==> config.mk <==
export PLATFORM = sky130hd
export DESIGN_NAME = lpm_seq
export DESIGN_NICKNAME = d
export VERILOG_FILES = /design/src/rtl/lpm_seq_pkg.sv /design/src/rtl/lpm_dwell_timer.sv /design/src/rtl/lpm_domain_map.sv /design/src/rtl/lpm_wake_filter.sv /design/src/rtl/lpm_seq.sv
export SDC_FILE = /design/constraint.sdc
export NUM_CORES = 1
export LEC_CHECK = 0
export ABC_AREA = 1
export BUFFER_PORTS_ARGS = -buffer_cell sky130_fd_sc_hd__buf_2
export CORE_UTILIZATION = 56
export CTS_BUF_LIST = sky130_fd_sc_hd__clkbuf_16
export CTS_CLUSTER_SIZE = 20
export DETAILED_ROUTE_END_ITERATION = 16
export PLACE_DENSITY_LB_ADDON = 0.08
export SETUP_SLACK_MARGIN = 0.15
export SYNTH_ARGS = -nofsm -noshare
export SYNTH_HDL_FRONTEND = slang
export SYNTH_SLANG_ARGS = --single-unit
==> constraint.sdc <==
create_clock -name clk -period 3 [get_ports clk]
set_input_delay 0.3 -clock clk [delete_from_list [all_inputs] [get_ports clk]]
set_output_delay 0.3 -clock clk [all_outputs]
set_load 0.03 [all_outputs]
==> src/rtl/lpm_seq_pkg.sv <==
package lpm_seq_pkg;

   typedef enum logic [2:0] {
      M_RESET  = 3'd0,
      M_ACTIVE = 3'd1,
      M_SLEEP  = 3'd2,
      M_DS     = 3'd3,
      M_DSRAM  = 3'd4,
      M_DSOFF  = 3'd5,
      M_HIB    = 3'd6,
      M_RAMP   = 3'd7
   } mode_e;

   typedef enum logic [1:0] {
      PD_ON   = 2'd0,
      PD_FRET = 2'd1,
      PD_MRET = 2'd2,
      PD_OFF  = 2'd3
   } pd_e;

   typedef enum logic [1:0] {
      BT_RESUME = 2'd0,
      BT_WARM   = 2'd1,
      BT_COLD   = 2'd2
   } boot_e;

   localparam int NSRC = 5;
   // source bit positions: 0 gpio, 1 comparator, 2 serial, 3 watchdog, 4 rtc
   localparam logic [NSRC-1:0] MASK_DS  = 5'b11111;
   localparam logic [NSRC-1:0] MASK_RET = 5'b11101;
   localparam logic [NSRC-1:0] MASK_HIB = 5'b11010;
   localparam int EN_W = NSRC + 1;

   function automatic mode_e deep_target(input logic [1:0] sel);
      case (sel)
         2'd1:    return M_DSRAM;
         2'd2:    return M_DSOFF;
         default: return M_DS;
      endcase
   endfunction

   function automatic logic is_low(input mode_e m);
      return (m == M_DS) || (m == M_DSRAM) || (m == M_DSOFF) || (m == M_HIB);
   endfunction

endpackage

==> src/rtl/lpm_dwell_timer.sv <==
module lpm_dwell_timer #(
   parameter int W = 3
) (
   input  logic         clk,
   input  logic         rst_n,
   input  logic         restart,
   output logic [W-1:0] cnt
);
   localparam logic [W-1:0] TOP = {W{1'b1}};

   always_ff @(posedge clk or negedge rst_n) begin
      if (!rst_n)            cnt <= '0;
      else if (restart)      cnt <= '0;
      else if (cnt != TOP)   cnt <= cnt + 1'b1;
   end
endmodule

==> src/rtl/lpm_domain_map.sv <==
module lpm_domain_map
   import lpm_seq_pkg::*;
(
   input  mode_e      mode,
   output logic [1:0] main_pd,
   output logic [1:0] cpu_pd,
   output logic [1:0] sram_pd
);
   pd_e m, c, s;

   always_comb begin
      m = PD_ON; c = PD_ON; s = PD_ON;
      case (mode)
         M_DS:    begin m = PD_FRET; c = PD_FRET; s = PD_MRET; end
         M_DSRAM: begin m = PD_MRET; c = PD_OFF;  s = PD_MRET; end
         M_DSOFF,
         M_HIB:   begin m = PD_OFF;  c = PD_OFF;  s = PD_OFF;  end
         default: ;
      endcase
   end

   assign main_pd = m;
   assign cpu_pd  = c;
   assign sram_pd = s;
endmodule

==> src/rtl/lpm_wake_filter.sv <==
module lpm_wake_filter
   import lpm_seq_pkg::*;
#(
   parameter int HIB_PINS = 2
) (
   input  mode_e               mode,
   input  logic [NSRC-1:0]     src,
   input  logic [EN_W-1:0]     en,
   input  logic [HIB_PINS-1:0] pin,
   input  logic [HIB_PINS-1:0] pol,
   output logic                wake
);
   logic [HIB_PINS-1:0] pin_hit;
   logic [NSRC-1:0]     gated;

   for (genvar i = 0; i < HIB_PINS; i++) begin : g_pin
      assign pin_hit[i] = ~(pin[i] ^ pol[i]);
   end

   assign gated = src & en[NSRC-1:0];

   always_comb begin
      case (mode)
         M_DS:           wake = |(gated & MASK_DS);
         M_DSRAM,
         M_DSOFF:        wake = |(gated & MASK_RET);
         M_HIB:          wake = (|(gated & MASK_HIB)) | (en[NSRC] & (|pin_hit));
         default:        wake = 1'b0;
      endcase
   end
endmodule

==> src/rtl/lpm_seq.sv <==
module lpm_seq
   import lpm_seq_pkg::*;
#(
   parameter int RST_CYCLES  = 4,
   parameter int RAMP_CYCLES = 3,
   parameter int HIB_PINS    = 2
) (
   input  logic                clk,
   input  logic                rst_n,
   input  logic                ext_rst,
   input  logic                wfi,
   input  logic                sleep_deep,
   input  logic [1:0]          ds_sel,
   input  logic                hib_wr,
   input  logic                unfreeze,
   input  logic                lp_ready,
   input  logic                dbg_attached,
   input  logic                irq,
   input  logic                dbg_wake,
   input  logic [4:0]          wake_src,
   input  logic [5:0]          wake_en,
   input  logic [HIB_PINS-1:0] hib_pin,
   input  logic [HIB_PINS-1:0] hib_pol,
   output logic [2:0]          mode_o,
   output logic [1:0]          main_pd,
   output logic [1:0]          cpu_pd,
   output logic [1:0]          sram_pd,
   output logic                io_freeze,
   output logic [1:0]          boot_kind,
   output logic                sys_rst
);
   localparam int CNT_MAX = (RST_CYCLES > RAMP_CYCLES) ? RST_CYCLES : RAMP_CYCLES;
   localparam int CW      = $clog2(CNT_MAX + 1);
   localparam logic [CW-1:0] RST_LAST  = CW'(RST_CYCLES - 1);
   localparam logic [CW-1:0] RAMP_LAST = CW'(RAMP_CYCLES - 1);

   if (RST_CYCLES < 1) begin : g_bad_rst
      $error("RST_CYCLES must be at least 1");
   end
   if (RAMP_CYCLES < 1) begin : g_bad_ramp
      $error("RAMP_CYCLES must be at least 1");
   end
   if (HIB_PINS < 1 || HIB_PINS > 8) begin : g_bad_pins
      $error("HIB_PINS must be within 1..8");
   end

   mode_e          state, nxt, flav_q;
   logic           pend_q, freeze_q;
   boot_e          boot_q, boot_nxt;
   logic [EN_W-1:0] en_q;
   logic [CW-1:0]  cnt;
   logic           wake, ok_deep, restart;

   assign ok_deep = lp_ready & ~dbg_attached;

   lpm_wake_filter #(.HIB_PINS(HIB_PINS)) u_wake (
      .mode (state),
      .src  (wake_src),
      .en   (en_q),
      .pin  (hib_pin),
      .pol  (hib_pol),
      .wake (wake)
   );

   lpm_domain_map u_map (
      .mode    (state),
      .main_pd (main_pd),
      .cpu_pd  (cpu_pd),
      .sram_pd (sram_pd)
   );

   assign restart = (nxt != state) | ext_rst;

   lpm_dwell_timer #(.W(CW)) u_dwell (
      .clk     (clk),
      .rst_n   (rst_n),
      .restart (restart),
      .cnt     (cnt)
   );

   // next mode
   always_comb begin
      nxt      = state;
      boot_nxt = boot_q;
      case (state)
         M_RESET:  if (cnt == RST_LAST) nxt = M_ACTIVE;
         M_ACTIVE: begin
            if (hib_wr)                          nxt = M_HIB;
            else if (wfi && sleep_deep && ok_deep) nxt = deep_target(ds_sel);
            else if (wfi)                        nxt = M_SLEEP;
         end
         M_SLEEP: begin
            if (irq) begin
               nxt      = M_ACTIVE;
               boot_nxt = BT_RESUME;
            end else if (pend_q && ok_deep) begin
               nxt = flav_q;
            end
         end
         M_DS: begin
            if (wake) begin
               nxt      = M_RAMP;
               boot_nxt = BT_RESUME;
            end else if (dbg_wake) begin
               nxt      = M_SLEEP;
               boot_nxt = BT_RESUME;
            end
         end
         M_DSRAM: if (wake) begin
            nxt      = M_RAMP;
            boot_nxt = BT_WARM;
         end
         M_DSOFF, M_HIB: if (wake) nxt = M_RESET;
         M_RAMP:  if (cnt == RAMP_LAST) nxt = M_ACTIVE;
         default: nxt = M_RESET;
      endcase
      if (ext_rst) nxt = M_RESET;
      if (nxt == M_RESET) boot_nxt = BT_COLD;
   end

   always_ff @(posedge clk or negedge rst_n) begin
      if (!rst_n) begin
         state    <= M_RESET;
         boot_q   <= BT_COLD;
         flav_q   <= M_DS;
         pend_q   <= 1'b0;
         en_q     <= '0;
         freeze_q <= 1'b0;
      end else begin
         state  <= nxt;
         boot_q <= boot_nxt;
         if (state == M_ACTIVE && wfi && sleep_deep)
            flav_q <= deep_target(ds_sel);
         if (state == M_ACTIVE && nxt == M_SLEEP)
            pend_q <= sleep_deep;
         else if (nxt != M_SLEEP)
            pend_q <= 1'b0;
         if (is_low(nxt) && !is_low(state))
            en_q <= wake_en;
         if ((nxt == M_DSOFF || nxt == M_HIB) && nxt != state)
            freeze_q <= 1'b1;
         else if (state == M_ACTIVE && unfreeze)
            freeze_q <= 1'b0;
      end
   end

   assign mode_o    = state;
   assign boot_kind = boot_q;
   assign io_freeze = freeze_q;
   assign sys_rst   = (state == M_RESET);

endmodule

==> impl_metrics.env <==
export IMPL_routabilityCongestion=0.946
export IMPL_fraction_of_layout_cells_with_a_size_suffix_above_1_pct=27.6
export IMPL_critical_path_max_stage_delay_ns=0.53
export IMPL_grt_setup_unrepaired="no"
export IMPL_yosysUniqueCellTypes=24
export IMPL_boundaryPins=41
export IMPL_cpMaxStageDelayCell="sky130_fd_sc_hd__dfrtp_1"
export IMPL_post_synth_top_count_cell="sky130_fd_sc_hd__nand2_1"
export IMPL_first_iter_violations=48
export IMPL_hold_ws_ns=-0.0147
export IMPL_run_status="finished, violations left"
export IMPL_static_leakage_power_nw=1.06
export IMPL_clkTransAtPathRegs_ns=0.06
export IMPL_clock_latency_ns=0.25
export IMPL_synth_top_area_share_pct=27.4
export IMPL_cellPowerDensity_mw_per_mm2=783
export IMPL_period_minus_slack_ns=2.13
export IMPL_final_setup_worst_slack_ns=0.865
export IMPL_postSynth_topFlopCell="sky130_fd_sc_hd__dfrtp_1"
export IMPL_setup_violations_final=0
export IMPL_chipWidth_um=53.1
export IMPL_power_switching_share_pct=45.6
export IMPL_avgSynthCellArea_um2=6.71
export IMPL_grt_pass1_vias=1290
export IMPL_core_area_mm2=0.00248
export IMPL_slew_limit_headroom_pct=70.6
export IMPL_cp_cell_sequence="inv_2, nor3_2, nand2_1, nand2_4, nand2_2, nand3_2, nand2_2, inv_2, nand3_2, nand2_4, nand2_4, nand2_1, nand2_1"
export IMPL_cts_resized=0
export IMPL_numCtsBuffers=3
export IMPL_irDropWorstVdd_uv=624
export IMPL_most_used_standard_cells_in_the_synthesized_netlist="sky130_fd_sc_hd__nand2_1, sky130_fd_sc_hd__inv_1, sky130_fd_sc_hd__nand3_1, sky130_fd_sc_hd__nor2_1, sky130_fd_sc_hd__dfrtp_1"
export IMPL_hold_class="primary input to async pin"
export IMPL_final_util_pct=71.5
export IMPL_timing_worst_setup_path_type="register to register"
export IMPL_h_tree_depth=1
export IMPL_port_buffers=40
export IMPL_detailedPlace_worstSlack_ns=0.914
export IMPL_worstPathRequired_ns=3.14
export IMPL_postSynthNetCount=251
export IMPL_finalHoldViolCount=16
export IMPL_clock_tree_root_cell="sky130_fd_sc_hd__clkbuf_16"
export IMPL_grt_usage_pct=27.6
export IMPL_synth_seq_cells=19
export IMPL_number_of_flops_mapped_to_enable_cells_by_yosys=0
export IMPL_layout_nets=295
export IMPL_routed_via_density=5.14
export IMPL_maxCapViolCount=0
export IMPL_synth_area_top_cells="sky130_fd_sc_hd__dfrtp_1, sky130_fd_sc_hd__nand2_1, sky130_fd_sc_hd__inv_1"
export IMPL_grt_remaining_overflow=0
export IMPL_failed_checks="hold timing"
export IMPL_timing_critical_path_to_type="register"
export IMPL_p_comb_share_pct=49.6
export IMPL_fmax_mhz=468
export IMPL_dpl_hpwl_mm=2.73
export IMPL_syn_cell_area_mm2=0.00146
export IMPL_finClkSkew_ns=0.00199
export IMPL_critPathMaxFanout=8
export IMPL_critPathLaunchType="register"
export IMPL_die_h_um=53.1
export IMPL_critical_path_arrival_ns=2.28
export IMPL_clock_power_share_pct=20.0
export IMPL_timing_final_crit_share_pct=71.2
export IMPL_antenna_cell_count=0
export IMPL_critPathTopFamily="simple AND/OR/NAND/NOR gates"
export IMPL_total_switching_power_mw=0.632
export IMPL_setup_tns_final_ns=0
export IMPL_tritoncts_clock_tree="built"
export IMPL_timing_final_max_slew_violations=0
export IMPL_share_seq_of_total_power_pct=30.4
export IMPL_effective_utilization_at_floorplan_pct=59.0
export IMPL_clockBufferDepth=2
export IMPL_route_vias_total=1495
export IMPL_first_pass_grt_wire_length_mm=5.56
export IMPL_tightest_slew_ns=0.441
export IMPL_wl_per_cell_um=12.0
export IMPL_yosys_synthesis_warning_count=0
export IMPL_placementRows=18
export IMPL_async_reset_ff_share_pct=100
export IMPL_grt_antenna_before_repair=0
export IMPL_cellInternalPower_mw=0.755
export IMPL_detailed_routing_iterations_pass_1=5
export IMPL_cts_num_sinks=19
export IMPL_area_delta_synth_final_pct=21.1
export IMPL_final_cells=291
export IMPL_synth_area_leader_cell="sky130_fd_sc_hd__dfrtp_1"
export IMPL_cp_num_buf_inv=2
export IMPL_placed_cells_incl_taps=287
export IMPL_detail_route_drc_violations=0
export IMPL_syn_instance_count=218
export IMPL_antenna_violating_nets_post_route=0
export IMPL_cts_setup_buffers=0
export IMPL_synth_sequential_area_ratio_pct=32.8
export IMPL_grt_start_max_net_pins=20
export IMPL_wirelength_mm=3.48
export IMPL_die_area_mm2=0.00282
export IMPL_post_cts_hold_buffer_count=0
## cell families (layout without fill, tap and decap cells)
logic type | after synthesis | in the layout | synth area share (%)
AOI/OAI and AO/OA | 17 | 17 | 6.33
DFF | 19 | 19 | 32.8
xor gates and xnor gates | 2 | 2 | 1.20
adders and majority gates | 5 | 5 | 4.28
buffers and inverters | 36 | 79 | 9.50
and+or+nand+nor | 139 | 139 | 45.9
## layer usage
layer	routed length, um	vias to the layer above	global-route usage, %
met1	1670	662	37.9
met5	0	-	0
met4	29	0	7.02
li1	-	770	-
met3	210	4	3.16
met2	1570	59	45.6
## final cells by class
type,count,area [um2]
Multi-Input combinational cell,163,845
Fill cell,237,706
Sequential cell,19,479
Timing Repair Buffer,40,200
Inverter,35,131
Clock buffer,3,75.1
Tap cell,30,37.5
Clock inverter,1,3.75
## final timing paths
kind	start	end	slack, ns	cells past startpoint
max in group asynchronous	rst_n	boot_kind[1]$_DFFE_PN1P_	2.68	1
min in group clk	wake_en[2]	en_q[2]$_DFFE_PN0P_	0.27	3
worst min register to register	boot_kind[1]$_DFFE_PN1P_	boot_kind[1]$_DFFE_PN1P_	0.46	2
worst max register to register	mode_o[2]$_DFF_PN0_	en_q[5]$_DFFE_PN0P_	0.87	13
worst min-delay path	rst_n	flav_q[2]$_DFFE_PN0P_	-0.01	1
worst max-delay path	mode_o[2]$_DFF_PN0_	en_q[5]$_DFFE_PN0P_	0.87	13
## power groups by stage
stage	registers, mW	clock network [mW]	logic [mW]
3_5_place_dp	0.424	0	0.681
3_3_place_gp	0.424	0	0.671
4_1_cts	0.420	0.277	0.688
2_1_floorplan	0.444	0	0.497
5_1_grt	0.431	0.288	0.774
6_report	0.421	0.278	0.688
## registers in the layout, indices dropped and copies added, names as in the netlist
name         cells
en_q             6
flav_q           3
mode_o           3
u_dwell.cnt      3
boot_kind        2
io_freeze        1
pend_q           1
## layout by cell type (no fill, tap or decap)
master / instances
sky130_fd_sc_hd__nand2_1: 72
sky130_fd_sc_hd__buf_2: 40
sky130_fd_sc_hd__inv_1: 29
sky130_fd_sc_hd__nor2_1: 20
sky130_fd_sc_hd__nand3_1: 20
sky130_fd_sc_hd__dfrtp_1: 16
sky130_fd_sc_hd__o21ai_0: 9
sky130_fd_sc_hd__nand2_2: 8
sky130_fd_sc_hd__inv_2: 7
sky130_fd_sc_hd__nand4_1: 5
sky130_fd_sc_hd__ha_1: 5
sky130_fd_sc_hd__a21oi_1: 4
sky130_fd_sc_hd__nor2_4: 3
sky130_fd_sc_hd__nand2_4: 3
sky130_fd_sc_hd__nand3_2: 3
sky130_fd_sc_hd__dfstp_2: 3
sky130_fd_sc_hd__clkbuf_16: 3
sky130_fd_sc_hd__nor3_1: 2
sky130_fd_sc_hd__o21bai_1: 2
sky130_fd_sc_hd__xor2_1: 2
sky130_fd_sc_hd__nor3_2: 1
sky130_fd_sc_hd__nand3b_1: 1
sky130_fd_sc_hd__o21ai_1: 1
sky130_fd_sc_hd__nor2_8: 1
sky130_fd_sc_hd__o21a_1: 1
## per-stage QoR
step / instance area [um2] / total power [mW]
floorplan: 1460 / 0.941
global placement: 1690 / 1.10
detailed placement: 1690 / 1.10
CTS: 1770 / 1.39
global route: 1770 / 1.49
finish: 1770 / 1.39
Note: power is estimated with default switching activity, not from simulation.
